**config.mk**
```make
export PLATFORM = sky130hd
export DESIGN_NAME = sdram_cmd_seq
export DESIGN_NICKNAME = d
export VERILOG_FILES = /design/src/rtl/sdram_cmd_seq.sv
export SDC_FILE = /design/constraint.sdc
export NUM_CORES = 1
export LEC_CHECK = 0
export ABC_AREA = 1
export CAP_MARGIN = 10
export CORE_ASPECT_RATIO = 1.5
export CORE_MARGIN = 2
export CORE_UTILIZATION = 50
export DETAILED_ROUTE_END_ITERATION = 6
export PLACE_DENSITY = 0.83
export SYNTH_ARGS = -nofsm -noshare
export SYNTH_HDL_FRONTEND = slang
export SYNTH_SLANG_ARGS = --single-unit
```
**constraint.sdc**
```tcl
create_clock -name clk -period 4.1 [get_ports clk]
set_input_delay 1.23 -clock clk [delete_from_list [all_inputs] [get_ports clk]]
set_output_delay 1.23 -clock clk [all_outputs]
set_load 0.03 [all_outputs]
```
**src/rtl/sdram_cmd_seq.sv**
```systemverilog
module sdram_cmd_seq #(
  parameter int T_PAUSE    = 20000,
  parameter int T_RP       = 3,
  parameter int T_RC       = 9,
  parameter int T_MRD      = 3,
  parameter int N_INIT_REF = 8,
  parameter int T_REFI     = 1562,
  parameter int PEND_MAX   = 7,
  parameter int CAS_LAT    = 3,
  parameter int BURST_LEN  = 8,
  parameter bit BURST_INTERLEAVE = 1'b0
) (
  input  logic        clk,
  input  logic        rst_n,
  input  logic        acc_req,
  output logic        acc_grant,
  output logic        init_done,
  output logic        ref_busy,
  output logic        cke,
  output logic        cs_n,
  output logic        ras_n,
  output logic        cas_n,
  output logic        we_n,
  output logic [11:0] addr,
  output logic [1:0]  ba
);
  localparam int TM1  = (T_RC > T_RP) ? T_RC : T_RP;
  localparam int TM2  = (TM1 > T_MRD) ? TM1 : T_MRD;
  localparam int TMAX = (T_PAUSE > TM2) ? T_PAUSE : TM2;
  localparam int CW   = $clog2(TMAX + 1);
  localparam int RW   = $clog2(T_REFI);
  localparam int PW   = $clog2(PEND_MAX + 1);
  localparam int IW   = $clog2(N_INIT_REF + 1);
  localparam logic [2:0]  CL_CODE   = 3'(CAS_LAT);
  localparam logic [2:0]  BL_CODE   = 3'($clog2(BURST_LEN));
  localparam logic [11:0] MODE_WORD = {5'b0, CL_CODE, BURST_INTERLEAVE, BL_CODE};
  localparam logic [3:0] C_NOP = 4'b0111, C_PREA = 4'b0010, C_REF = 4'b0001, C_MRS = 4'b0000;

  typedef enum logic [2:0] {S_PREA, S_REF, S_MRS, S_DONE, S_IDLE, S_GRANT} st_t;

  st_t           state;
  logic [CW-1:0] cnt;
  logic [IW-1:0] init_left;
  logic [RW-1:0] refi;
  logic [PW-1:0] pending, pend_nx;
  logic [3:0]    cmd_q;
  logic          tick, dec;

  assign cke = 1'b1;
  assign {cs_n, ras_n, cas_n, we_n} = cmd_q;
  assign tick = init_done && (refi == RW'(T_REFI - 1));
  assign dec  = init_done && (state == S_REF) && (cnt == '0);

  always_comb begin
    pend_nx = pending;
    if (dec) pend_nx = pend_nx - 1'b1;
    if (tick && pend_nx != PW'(PEND_MAX)) pend_nx = pend_nx + 1'b1;
  end

  always_ff @(posedge clk) begin
    if (!rst_n) begin
      refi    <= '0;
      pending <= '0;
    end else begin
      pending <= pend_nx;
      if (init_done) refi <= tick ? '0 : refi + 1'b1;
    end
  end

  always_ff @(posedge clk) begin
    if (!rst_n) begin
      state     <= S_PREA;
      cnt       <= CW'(T_PAUSE);
      init_left <= IW'(N_INIT_REF);
      cmd_q     <= C_NOP;
      addr      <= '0;
      ba        <= '0;
      init_done <= 1'b0;
      acc_grant <= 1'b0;
      ref_busy  <= 1'b0;
    end else begin
      cmd_q <= C_NOP;
      addr  <= '0;
      ba    <= '0;
      if (cnt != '0) begin
        cnt <= cnt - 1'b1;
      end else begin
        case (state)
          S_PREA: begin
            cmd_q <= C_PREA;
            addr  <= 12'h400;
            cnt   <= CW'(T_RP - 1);
            state <= S_REF;
          end
          S_REF: begin
            cmd_q <= C_REF;
            cnt   <= CW'(T_RC - 1);
            if (!init_done) begin
              init_left <= init_left - 1'b1;
              state     <= (init_left == IW'(1)) ? S_MRS : S_REF;
            end else begin
              state <= (pend_nx != '0) ? S_REF : S_IDLE;
            end
          end
          S_MRS: begin
            cmd_q <= C_MRS;
            addr  <= MODE_WORD;
            cnt   <= CW'(T_MRD - 1);
            state <= S_DONE;
          end
          S_DONE: begin
            init_done <= 1'b1;
            state     <= S_IDLE;
          end
          S_IDLE: begin
            ref_busy <= (pending != '0);
            if (pending != '0) begin
              state <= S_PREA;
            end else if (acc_req) begin
              acc_grant <= 1'b1;
              state     <= S_GRANT;
            end
          end
          S_GRANT: begin
            if (!acc_req) begin
              acc_grant <= 1'b0;
              ref_busy  <= (pending != '0);
              state     <= (pending != '0) ? S_PREA : S_IDLE;
            end
          end
          default: state <= S_IDLE;
        endcase
      end
    end
  end
endmodule


```
### After elaboration in Yosys (flattened, before gate mapping)

Index checks and enable logic that the tools add are counted.

| storage, ports and cells | value |
|---|---|
| register bits | 55 |
| memories | 0 |
| RAM bits | 0 |
| bits in read-only memories | 0 |
| bits in latches | 0 |
| logic and storage cells | 69 |
| output and inout port bits | 22 |
| bits of input ports | 3 |

| cells by class | value |
|---|---|
| reduce and logical (&&, ||, !) cells | 18 |
| mux-type cells | 21 |
| shifts and indexed selects | 0 |
| bitwise logic cells | 3 |
| order comparisons | 0 |
| div/mod/pow operators | 0 |
| add/subtract/negate cells | 5 |
| multipliers | 0 |
| equal/unequal tests | 12 |

Operators by type and width:

| cell | number |
|---|---|
| 15-bit one-hot mux with 2 select lines | 1 |
| 3-bit 2-to-1 mux | 8 |
| 11-bit one-hot mux with 2 select lines | 1 |
| 15-bit logical NOT | 1 |
| 15-bit 2-to-1 mux | 1 |
| 3-bit one-hot mux with 5 select lines | 1 |
| 15-bit nonzero test | 1 |
| 15-bit by 1-bit subtractor with 15-bit output, second input constant | 1 |
| 11-bit by 1-bit adder with 11-bit output, second input constant | 1 |
| 11-bit equality test, second input constant | 1 |
| 11-bit 2-to-1 mux | 1 |
| 3-bit one-hot mux with 3 select lines | 1 |
| 3-bit AND reduction | 3 |
| 3-bit nonzero test | 3 |
| 3-bit by 2-bit equality test with 1-bit output, second input constant | 2 |
| 3-bit equality test, second input constant | 2 |
| 2-bit inequality test, second input constant | 3 |
| 3-bit inequality test, second input constant | 2 |
| 5-bit AND reduction | 1 |
| 4-bit by 1-bit equality test with 1-bit output, second input constant | 1 |
| 1-bit logical AND | 4 |
| 1-bit 2-to-1 mux | 4 |
| 1-bit one-hot mux with 2 select lines | 2 |
| 2-bit OR reduction | 2 |
| other kinds (9) | 11 |

### Longest topological paths before layout

| logic depth | value |
|---|---|
| depth in word-level cells | 11 |
| depth in mapped cells | 19 |
| depth with buffers taken out | 19 |

### Worst setup path before layout

Ideal clock, no wire load.

| timing | value |
|---|---|
| kind | flip-flop to flip-flop |
| from | register init_done |
| to | register state[2] |
| arrival | 2,280 ps |
| stages on the path, launching flop included | 16 |
| buffers on the path | 0 |
| setup slack | 1,754 ps |
| period minus slack after synthesis | 2,346 ps |
| data required time | 4,034 ps |
| cells stage by stage | dfxtp_1 inv_2 nor2_4 nand3_1 nand2_1 nand2_1 ha_1 ha_1 inv_1 nand4_1 or2_0 nand2_1 nand2_1 nor2_1 nand2_1 a21oi_2 |

| on the way | value |
|---|---|
| cells in the longest elaborated chain, start to end | 10 |
| elaborated cells between the ends (all ways) | 12 |
| those cells by class | 1 x add/sub; 1 x eq/ne; 5 x mux; 5 x reduce/logical |

Ends and longest elaborated chain:

| item | RTL line | source |
|---|---|---|
| from (decl) | 17 | `output logic init_done,` |
| from (signal assigned) | 78 | `init_done <= 1'b0;` |
| from (signal assigned) | 112 | `init_done <= 1'b1;` |
| parallel branches: the longest is 8 deep, another holds 3-bit by 1-bit adder with 3-bit output | - |  |
| 3-bit 2-to-1 mux * | 98 | `if (!init_done) begin` |
| 3-bit one-hot mux with 5 select lines * | 88 | `case (state)` |
| to (signal assigned) | 100 | `state <= (init_left == IW'(1)) ? S_MRS : S_REF;` |
| to (signal assigned) | 102 | `state <= (pend_nx != '0) ? S_REF : S_IDLE;` |
| to (signal assigned) | 128 | `state <= (pending != '0) ? S_PREA : S_IDLE;` |
| to (decl) | 41 | `st_t state;` |

Every way passes the cells marked *.
A chain may end at the register's enable or synchronous reset.

### Worst setup path after layout

| timing | value |
|---|---|
| from | register init_done |
| to | output init_done |

No word-level cell between the ends.

==> results.py <==
metrics = {
    "layout": {
        "n_antenna_cell": 0,
        "layout-drive-gt1-share": 0.0957,
        "fin_util": 0.560,
        "syn_to_final_growth_pct": 8.49,
        "nets": 357,
        "nFillCells": 462,
        "final_cells": 411,
        "stdcell_area_um2": 2670,
    },
    "pwr": {
        "leakagePower_nw": 1.13,
        "power_mw": 0.807,
        "ir_drop_uv": 184,
        "swShare": 0.277,
        "comb_power_share": 0.095,
        "clockPowerShare": 0.346,
        "pwr-share-seq": 0.558,
        "intPower_mw": 0.583,
        "power.density_nw_per_um2": 302,
        "p_switching_mw": 0.224,
    },
    "synth": {
        "yosys_warnings": 0,
        "synth_top_area_cell": "dfxtp_1",
        "synth-seq-area-share": 0.358,
        "synth_seq_cells": 44,
        "syn_inst": 334,
        "synth_cell_type_count": 39,
        "syn_area_per_cell_um2": 7.37,
        "synth.most_common_cell": "nand2_1",
        "ys.flop_type": "dfxtp_1",
        "synth_top_area_share": 0.358,
        "syn_area_um2": 2460,
        "async_reset_ff_frac": 0,
        "synth_area_leaders": "dfxtp_1 (36%), nand2_1 (7.0%), inv_1 (5.9%)",
        "synth_edf_count": 0,
        "synthTopCellsByCount": "nand2_1 (46), dfxtp_1 (44), inv_1 (39), nor2_1 (37), nand3_1 (26)",
    },
    "sta": {
        "setup_violations": 0,
        "finalClockSkew_ps": 12.9,
        "hold_viol": 0,
        "layout_setup_ws_ps": 1300,
        "worst_pin_slew_ps": 639,
        "post-route-period-util": 0.683,
        "max_freq_mhz": 357,
        "post-route-min-period_ps": 2800,
        "setup_tns_ps": 0,
        "slew_headroom": 0.570,
        "slew_viol_final": 0,
        "rsz0062_at_grt": "false",
        "whs_ps": 455,
    },
    "routing": {
        "via_per_inst": 5.06,
        "drtIter0Drc": 75,
        "vias": 2081,
        "wl_per_cell_um": 11.3,
        "dr.pass1.iters": 4,
        "postRouteAntennaNets": 0,
        "wl_um": 4650,
        "drc": 0,
    },
    "clocking": {
        "cts-buffers-inserted": 5,
        "postCtsSetupBuffers": 0,
        "cts-root-buf": "clkbuf_8",
        "ctsHtreeMaxLevel": 2,
        "clock_path_buffers": 2,
        "cts.sinks": 44,
        "cts-resized-gates": 0,
        "clkLatencyLatePin_ps": 300,
        "clk_transition_reported_paths_ps": 90,
        "cts_tree": "built",
        "hold_buffers": 0,
    },
    "place": {
        "dpl_cell_area_um2": 2580,
        "gp_congestion": 0.862,
        "dp_cells": 403,
        "port_buffers": 13,
        "hpwl_um": 3450,
        "dp_slack_ps": 1150,
    },
    "global_route": {
        "track_usage": 0.190,
        "grt_pass1_wl_um": 8190,
        "grt_max_degree": 19,
        "antenna_found_initial": 0,
        "grt_pass1_vias": 1981,
        "gr-total-overflow": 0,
    },
    "critical_path": {
        "cp_slowest_cell": "clkdlybuf4s50_1",
        "critPathTopFamily": "buffers and inverters",
        "crit_type": "reg -> out",
        "crit_path_start_kind": "flip-flop",
        "max_stage_delay_ps": 740,
        "worstPathMaxFanout": 8,
        "path_cells": "clkdlybuf4s50_1",
        "worstPathArrival_ps": 1570,
        "path_buf_inv": 1,
        "critPathCaptureType": "output port",
        "cp.required_ps": 2870,
    },
    "floorplanning": {
        "die_x_um": 61.3,
        "design.die.area_um2": 5510,
        "core_um2": 4770,
        "initial_core_util": 0.516,
        "row_count": 31,
        "die-height_um": 89.9,
        "pin_count": 25,
    },
    "job": {
        "max_cap_viol_count": 0,
    },
    "status": {
        "status": "finished, final reports clean",
    },
    "worst_hold_path": {
        "hold_class": "reg -> reg",
    },
}
## final cells by class
| cell class | instances | area, µm² | area share |
|---|---|---|---|
| multi-input cells | 235 | 1310 | 0.491 |
| flip-flops and latches | 44 | 881 | 0.330 |
| inverters | 44 | 166 | 0.0623 |
| repair buffers | 14 | 138 | 0.0515 |
| well taps | 66 | 82.6 | 0.0309 |
| clock buffers | 5 | 68.8 | 0.0258 |
| clock inverters | 3 | 23.8 | 0.00890 |
## kinds of logic (layout without fill, tap and decap cells)
group	after synthesis	after routing	synth area share
flops	44	44	0.358
other cells	2	11	0.00305
buf+inv	64	66	0.123
xor+xnor	9	9	0.0320
fa+ha+maj	10	10	0.0508
compound gates	48	48	0.107
simple gates	157	157	0.326
## power groups by stage
stage          sequential [mW]  combinational [mW]  clock, mW
3_5_place_dp             0.461              0.0765          0
2_1_floorplan            0.458              0.0717          0
3_3_place_gp             0.461              0.0749          0
6_report                 0.451              0.0770      0.279
4_1_cts                  0.451              0.0770      0.286
5_1_grt                  0.453              0.0871      0.301
## final timing paths
path | slack [ps] | to | depth (start not counted) | startpoint
max reg2reg | 1470 | state[0]$_SDFFE_PN0P_ | 16 | cnt[0]$_SDFFE_PN0P_
max | 1300 | init_done | 1 | init_done$_SDFFE_PN0P_
min reg2reg | 460 | cnt[0]$_SDFFE_PN0P_ | 1 | cnt[0]$_SDFFE_PN0P_
min | 460 | cnt[0]$_SDFFE_PN0P_ | 1 | cnt[0]$_SDFFE_PN0P_
## cell usage in the layout, fill, tap and decap left out, drive strengths merged
| master | instances |
|---|---|
| clkinvlp | 2 |
| a211oi | 2 |
| o21bai | 1 |
| o31ai | 2 |
| clkinv | 3 |
| xor2 | 5 |
| dfxtp | 44 |
| nand4 | 10 |
| nor3b | 2 |
| conb | 11 |
| nor4 | 2 |
| buf | 1 |
| a31oi | 3 |
| clkbuf | 5 |
| o21ai | 17 |
| or2 | 2 |
| nand2 | 50 |
| a21oi | 22 |
| clkdlybuf4s50 | 13 |
| o21a | 1 |
| nand3 | 27 |
| xnor2 | 4 |
| ha | 10 |
| nor2 | 45 |
| inv | 42 |
| nor3 | 19 |
## sequential cells by signal (all words and copies together) (netlist names)
name       count
state          3
ref_busy       1
refi          11
addr           2
cmd_q          3
pending        3
cnt           15
acc_grant      1
init_done      1
init_left      4
## worst reg2reg max path: cells and delay by family (launching register included)
kind            cells  cell delay (ps)
fa+ha+maj           3              590
buf+inv             2              230
simple gates        9             1110
compound gates      2              250
flops               1              330
## layer usage
layer  global-route usage  wire [µm]
met1                0.212       1940
met5                    0          0
met2                0.337       2460
met4               0.0725         81
met3               0.0345        174
Note: power is estimated with default switching activity, not from simulation.
